$ cat src/rtl/gpio_regbank_pkg.sv
package gpio_regbank_pkg;
    typedef enum logic [1:0] {
        SEL_PINS   = 2'd0,
        SEL_DRIVE  = 2'd1,
        SEL_INVERT = 2'd2,
        SEL_DIR    = 2'd3
    } reg_sel_e;
endpackage

$ cat src/rtl/gpio_sync.sv
module gpio_sync #(
    parameter int W      = 8,
    parameter int STAGES = 2
) (
    input  logic         clk,
    input  logic         rst_n,
    input  logic [W-1:0] async_in,
    output logic [W-1:0] sync_out
);
    logic [W-1:0] chain_q [STAGES];

    generate
        for (genvar s = 0; s < STAGES; s++) begin : g_stage
            if (s == 0) begin : g_first
                always_ff @(posedge clk or negedge rst_n) begin
                    if (!rst_n) chain_q[s] <= '0;
                    else        chain_q[s] <= async_in;
                end
            end else begin : g_next
                always_ff @(posedge clk or negedge rst_n) begin
                    if (!rst_n) chain_q[s] <= '0;
                    else        chain_q[s] <= chain_q[s-1];
                end
            end
        end
    endgenerate

    assign sync_out = chain_q[STAGES-1];
endmodule

$ cat src/rtl/gpio_ctrl_regs.sv
module gpio_ctrl_regs
    import gpio_regbank_pkg::*;
#(
    parameter int           W       = 8,
    parameter logic [W-1:0] DRV_RST = '1,
    parameter logic [W-1:0] INV_RST = '0,
    parameter logic [W-1:0] DIR_RST = '1
) (
    input  logic         clk,
    input  logic         rst_n,
    input  logic         wr_en,
    input  reg_sel_e     sel,
    input  logic [W-1:0] wr_data,
    output logic [W-1:0] drive_q,
    output logic [W-1:0] invert_q,
    output logic [W-1:0] dir_q
);
    always_ff @(posedge clk or negedge rst_n) begin
        if (!rst_n) begin
            drive_q  <= DRV_RST;
            invert_q <= INV_RST;
            dir_q    <= DIR_RST;
        end else if (wr_en) begin
            unique case (sel)
                SEL_PINS:   ;
                SEL_DRIVE:  drive_q  <= wr_data;
                SEL_INVERT: invert_q <= wr_data;
                SEL_DIR:    dir_q    <= wr_data;
                default:    ;
            endcase
        end
    end

    AST_PIN_WRITE_IGNORED: assert property (@(posedge clk) disable iff (!rst_n)
        (wr_en && sel == SEL_PINS) |=> ($stable(drive_q) && $stable(invert_q) && $stable(dir_q)));
endmodule

$ cat src/rtl/gpio_pad_drive.sv
module gpio_pad_drive #(
    parameter int W = 8
) (
    input  logic         clk,
    input  logic         rst_n,
    input  logic [W-1:0] drive_q,
    input  logic [W-1:0] dir_q,
    output logic [W-1:0] pin_oe,
    output logic [W-1:0] pin_out
);
    generate
        for (genvar b = 0; b < W; b++) begin : g_bit
            always_ff @(posedge clk or negedge rst_n) begin
                if (!rst_n) begin
                    pin_oe[b]  <= 1'b0;
                    pin_out[b] <= 1'b0;
                end else begin
                    pin_oe[b]  <= ~dir_q[b];
                    pin_out[b] <= drive_q[b] & ~dir_q[b];
                end
            end
        end
    endgenerate

    AST_INPUT_NOT_DRIVEN: assert property (@(posedge clk) disable iff (!rst_n)
        ((pin_out & ~pin_oe) == '0));
endmodule

$ cat src/rtl/gpio_read_port.sv
module gpio_read_port
    import gpio_regbank_pkg::*;
#(
    parameter int W = 8
) (
    input  logic         clk,
    input  logic         rst_n,
    input  logic         rd_req,
    input  reg_sel_e     sel,
    input  logic [W-1:0] pins_sync,
    input  logic [W-1:0] drive_q,
    input  logic [W-1:0] invert_q,
    input  logic [W-1:0] dir_q,
    output logic [W-1:0] rd_data
);
    logic [W-1:0] sel_val;

    always_comb begin
        unique case (sel)
            SEL_PINS:   sel_val = pins_sync ^ invert_q;
            SEL_DRIVE:  sel_val = drive_q;
            SEL_INVERT: sel_val = invert_q;
            SEL_DIR:    sel_val = dir_q;
            default:    sel_val = '0;
        endcase
    end

    always_ff @(posedge clk or negedge rst_n) begin
        if (!rst_n)      rd_data <= '0;
        else if (rd_req) rd_data <= sel_val;
    end

    AST_RD_HOLD: assert property (@(posedge clk) disable iff (!rst_n)
        !rd_req |=> $stable(rd_data));
endmodule

$ cat src/rtl/gpio_regbank.sv
module gpio_regbank
    import gpio_regbank_pkg::*;
#(
    parameter int           W           = 8,
    parameter int           SYNC_STAGES = 2,
    parameter logic [W-1:0] DRV_RST     = '1,
    parameter logic [W-1:0] INV_RST     = '0,
    parameter logic [W-1:0] DIR_RST     = '1
) (
    input  logic         clk,
    input  logic         rst_n,
    input  logic [1:0]   reg_sel,
    input  logic         wr_en,
    input  logic [W-1:0] wr_data,
    input  logic         rd_req,
    output logic [W-1:0] rd_data,
    input  logic [W-1:0] pin_in,
    output logic [W-1:0] pin_oe,
    output logic [W-1:0] pin_out
);
    reg_sel_e     sel;
    logic [W-1:0] pins_sync;
    logic [W-1:0] drive_q;
    logic [W-1:0] invert_q;
    logic [W-1:0] dir_q;

    assign sel = reg_sel_e'(reg_sel);

    gpio_sync #(.W(W), .STAGES(SYNC_STAGES)) u_sync (
        .clk      (clk),
        .rst_n    (rst_n),
        .async_in (pin_in),
        .sync_out (pins_sync)
    );

    gpio_ctrl_regs #(.W(W), .DRV_RST(DRV_RST), .INV_RST(INV_RST), .DIR_RST(DIR_RST)) u_regs (
        .clk      (clk),
        .rst_n    (rst_n),
        .wr_en    (wr_en),
        .sel      (sel),
        .wr_data  (wr_data),
        .drive_q  (drive_q),
        .invert_q (invert_q),
        .dir_q    (dir_q)
    );

    gpio_pad_drive #(.W(W)) u_pad (
        .clk     (clk),
        .rst_n   (rst_n),
        .drive_q (drive_q),
        .dir_q   (dir_q),
        .pin_oe  (pin_oe),
        .pin_out (pin_out)
    );

    gpio_read_port #(.W(W)) u_rd (
        .clk       (clk),
        .rst_n     (rst_n),
        .rd_req    (rd_req),
        .sel       (sel),
        .pins_sync (pins_sync),
        .drive_q   (drive_q),
        .invert_q  (invert_q),
        .dir_q     (dir_q),
        .rd_data   (rd_data)
    );

    AST_DIR_WRITE_TO_OE: assert property (@(posedge clk) disable iff (!rst_n)
        (wr_en && reg_sel == 2'd3) |=> ##1 (pin_oe == ~$past(wr_data, 2)));

    AST_DRIVE_READBACK: assert property (@(posedge clk) disable iff (!rst_n)
        (rd_req && reg_sel == 2'd1) |=> (rd_data == $past(drive_q)));

    AST_DRIVE_WRITE_LANDS: assert property (@(posedge clk) disable iff (!rst_n)
        (wr_en && reg_sel == 2'd1) |=> (drive_q == $past(wr_data)));
endmodule

$ cat config.mk
export PLATFORM = sky130hd
export DESIGN_NAME = gpio_regbank
export DESIGN_NICKNAME = d
export VERILOG_FILES = /design/src/rtl/gpio_regbank_pkg.sv /design/src/rtl/gpio_sync.sv /design/src/rtl/gpio_ctrl_regs.sv /design/src/rtl/gpio_pad_drive.sv /design/src/rtl/gpio_read_port.sv /design/src/rtl/gpio_regbank.sv
export SDC_FILE = /design/constraint.sdc
export NUM_CORES = 1
export LEC_CHECK = 0
export BUFFER_PORTS_ARGS = -buffer_cell sky130_fd_sc_hd__buf_2
export CORE_UTILIZATION = 35
export CTS_BUF_LIST = sky130_fd_sc_hd__clkbuf_8
export CTS_CLUSTER_DIAMETER = 150
export DETAILED_ROUTE_END_ITERATION = 8
export GPL_TIMING_DRIVEN = 0
export PLACE_DENSITY_LB_ADDON = 0.25
export SYNTH_ARGS = -nofsm -noshare
export SYNTH_HDL_FRONTEND = slang
export SYNTH_SLANG_ARGS = --single-unit
$ cat constraint.sdc
create_clock -name clk -period 1.2 [get_ports clk]
set_input_delay 0.06 -clock clk [delete_from_list [all_inputs] [get_ports clk]]
set_output_delay 0.06 -clock clk [all_outputs]
set_load 0.02 [all_outputs]
---- After elaboration in Yosys (flattened, before gate mapping) ----
Index checks and enable logic that the tools add are counted.
operators by class
  equality and inequality tests ........... 3
  muxes and demuxes ....................... 1
  bitwise logic cells ..................... 17
  reductions and logical operators ........ 4
operator list
  cell                  count
  $pmux W8 S4           1
  $and A1 B1 Y1         8
  $not A1 Y1            8
  $xor A8 B8 Y8         1
  $reduce_and A2 Y1     3
  $eq A2 B2 Y1 const B  2
  $eq A2 B1 Y1 const B  1
  $logic_not A2 Y1      1
storage, ports and cells
  register bits after elaboration ......... 64
  input port bits ......................... 22
  output and inout bits ................... 24

---- Longest topological paths before layout ----
  word-level depth ........................ 2
  mapped depth ............................ 5
  mapped depth without buffers ............ 3

---- By module ----
From an unflattened synthesis, not the netlist that was laid out.
second synthesis, totals
  cell total of the unflattened synthesis .. 169
  area total of the unflattened synthesis .. 2504.9 µm²
modules (own cells, without submodules)
  module          times used  cells each  area an instance (µm²)  sequential area each (µm²)
  gpio_ctrl_regs  1           51          923.4                   620.6
  gpio_read_port  1           62          640.6                   200.2
  gpio_pad_drive  1           32          480.5                   400.4
  gpio_sync       1           24          460.4                   400.4

---- Worst setup path before layout ----
OpenSTA, ideal clock, no wires.
  kind .................................... register to register
  start ................................... register u_regs.invert_q[3]
  end ..................................... register u_rd.rd_data[3]
  library setup time ...................... 0.141 ns
  arrival time ............................ 0.783 ns
  data required time ...................... 1.059 ns
  setup slack ............................. 0.276 ns
  stages on the path, launching flop included .. 4
  path buffers ............................ 0
  period minus slack after synthesis ...... 0.924 ns
  path through ............................ dfrtp_1 xor2_1 o211ai_1 o221ai_1
between the ends
  word-level cells in the longest chain between the ends .. 2
RTL lines
  element                 RTL line              source
  start, declared         gpio_ctrl_regs.sv:15  output logic [W-1:0] invert_q,
  start signal, assigned  gpio_ctrl_regs.sv:27  SEL_INVERT: invert_q <= wr_data;
  $xor A8 B8 Y8           gpio_read_port.sv:20  SEL_PINS: sel_val = pins_sync ^ invert_q;
  $pmux W8 S4 (*)         gpio_read_port.sv:19  unique case (sel)
  end signal, assigned    gpio_read_port.sv:30  else if (rd_req) rd_data <= sel_val;
  end, declared           gpio_read_port.sv:14  output logic [W-1:0] rd_data
Mark *: on every way between the ends. The rest lies on a longest branch, timed or not.
A chain may end at the register's enable or synchronous reset.

---- Worst setup path after layout ----
  start ................................... register u_regs.invert_q[7]
  end ..................................... register u_rd.rd_data[7]
The elaborated chain is that of the path after synthesis.

==> flow_summary.ini <==
[outcome]
status = complete, no violations

[global_route]
grt_max_degree = 65
grt_antenna_before_repair = 0
grt_pass1_vias = 1624
grt.overflow.total = 0
grt_pass1_wl_um = 7780
grt.total_usage_pct = 14.9

[flow_run]
cap_viol_max_count = 0

[yosys]
netlist-cell-type-count = 16
avgSynthCellArea_um2 = 14.9
yosysWarnings = 0
netlist_area_um2 = 2410
netlist_instances = 162
ys_seq_elements = 64
yosysSeqAreaShare_pct = 67.2
syn-num-nets = 184

[power]
power-per-cell-area_nw_per_um2 = 1730
p_leak_nw = 1.46
report.power.total_w = 0.00533
worst_ir_drop_vdd_mv = 0.578

[timing]
finalSetupTns_ps = 0
rsz0062_at_grt = false
hold-worst-slack_ps = 130
hold_viol_final = 0
relSlewSlack_pct = 46.7
setup_viol = 0
fmax_ghz = 0.999
fin_crit_ps = 1000
worst_pin_slew_ps = 799
final-max-slew-violation-count = 0
min_period_over_period_pct = 83.4
finClkSkew_ps = 6.47

[min_path]
min-delay-start = rd_req
holdPathStages = 2
hold_path_class = in2reg

[route]
drt_iter0_markers = 88
wl_um = 4610
num_vias = 1455
vias_per_cell = 4.63
wl_per_cell_um = 14.7
postRouteAntennaNets = 0
drcViolationCount = 0
first_pass_iters = 4

[setup_path]
cp_num_buf_inv = 0
r2r_cells = 3
path_class = reg2reg
critPathTopFamily = flip-flops
endpoint_kind = register
cp_slowest_cell = dfrtp_1
required_ps = 1390
crit_fanout = 3
crit_start = u_regs.invert_q[7]
path_cells = xor2_1 -> o211ai_1 -> o221ai_1
cp-start-kind = register
crit_cells = 3
critPathMaxStageDelay_ps = 410
worstPathArrival_ps = 1190
reg2reg_from = u_regs.invert_q[7]

[die]
row_count = 29
core-area_um2 = 6490
die_area_um2 = 7230
ios = 46
start_util_pct = 37.2
die_height_um = 85.0
die_w_um = 85.0

[place]
gp_congestion = 0.701
place.detailed.hpwl_um = 2880
placed_cell_area_um2 = 2730
port_buffers = 43

[cts]
post_cts_resized = 0
cts.reportedPaths.clkPinSlew_ps = 70
cts_buffers = 9
clkSinkCount = 64
ctsLongestPathBuffers = 2
cts_tree = yes
clk_latency_ps = 330
htreeDepth = 3
cts_root_buffer = clkbuf_8

[final_layout]
diodes = 0
design_area_um2 = 3070
finalNetCount = 255
layout_common_cells = 48 x dfrtp_1, 45 x buf_2, 24 x mux2_2
drive_gt1_share_pct = 43.5
fillerInstances = 592
syn2layout_area_growth_pct = 27.4
layout.cells.most_common = dfrtp_1
[registers in the layout, indices dropped and copies added (netlist names)]
register         flops
u_pad.pin_oe         8
u_regs.dir_q         8
u_regs.invert_q      8
u_sync.sync_out      8
u_regs.drive_q       8
u_sync.chain_q       8
u_pad.pin_out        8
u_rd.rd_data         8
[final timing paths]
check                                endpoint  slack [ps]
setup / recovery              u_rd.rd_data[7]         200
hold / removal                u_rd.rd_data[6]         130
setup reg to reg              u_rd.rd_data[7]         200
hold reg to reg            u_sync.sync_out[3]         350
max in group asynchronous  u_regs.invert_q[3]         320
min in group asynchronous    u_pad.pin_out[6]         360
[power breakdown]
part           total (W)  switching [W]  internal (W)
sequential       0.00276       0.000190       0.00257
clock            0.00162       0.000735      0.000885
combinational   0.000945       0.000505      0.000440
[Yosys cell counts, drive strengths merged]
cell type  instances  share of area [%]
buf                5                1.2
dfrtp             48                 50
dfstp             16                 17
inv               16                2.5
mux2              24                 11
mux2i              8                3.3
nand2              1               0.16
nand2b             8                2.1
nand3              1               0.41
nand3b             2                1.3
nor2b              9                2.3
o211ai             8                2.5
o221ai             8                2.9
xor2               8                2.9
[metrics by stage]
stage / cells / setup slack [ps] / utilization, %
after global placement: 282 / -162 / 42.0
after detailed placement: 282 / 151 / 42.0
after floorplan: 162 / 276 / -
final: 314 / 199 / 47.3
after CTS: 314 / 197 / 47.3
after global routing: 314 / 108 / 47.3
[routing by layer]
layer	GRT usage [%]	wire length (µm)	vias to the layer above
met5	0	0	-
met1	15.9	1880	723
met2	25.7	2470	26
li1	-	-	698
met3	5.93	168	8
met4	6.93	84	0
[final cells by class]
cell class	instances	area, µm²	area share [%]
Clock inverter	3	11.3	0.366
Sequential cell	64	1620	52.7
Clock buffer	12	165	5.37
Timing Repair Buffer	60	388	12.6
Inverter	16	60.1	1.95
Multi-Input combinational cell	77	702	22.8
Tap cell	77	96.3	3.13
Buffer	5	30.0	0.977
[repair_timing]
action	4_1_cts	5_1_grt
hold endpoints to repair	79	0
setup endpoints to repair	0	0
buffers inserted	0	0
hold buffers	17	0
[cells by family after synthesis]
group           after synthesis  share of synthesized area [%]
mux                          32                           14.5
flops                        64                           67.2
buf+inv                      21                           3.73
compound gates               16                           5.39
simple gates                 21                           6.27
xor+xnor                      8                           2.90
(Power assumes the default switching activity.)
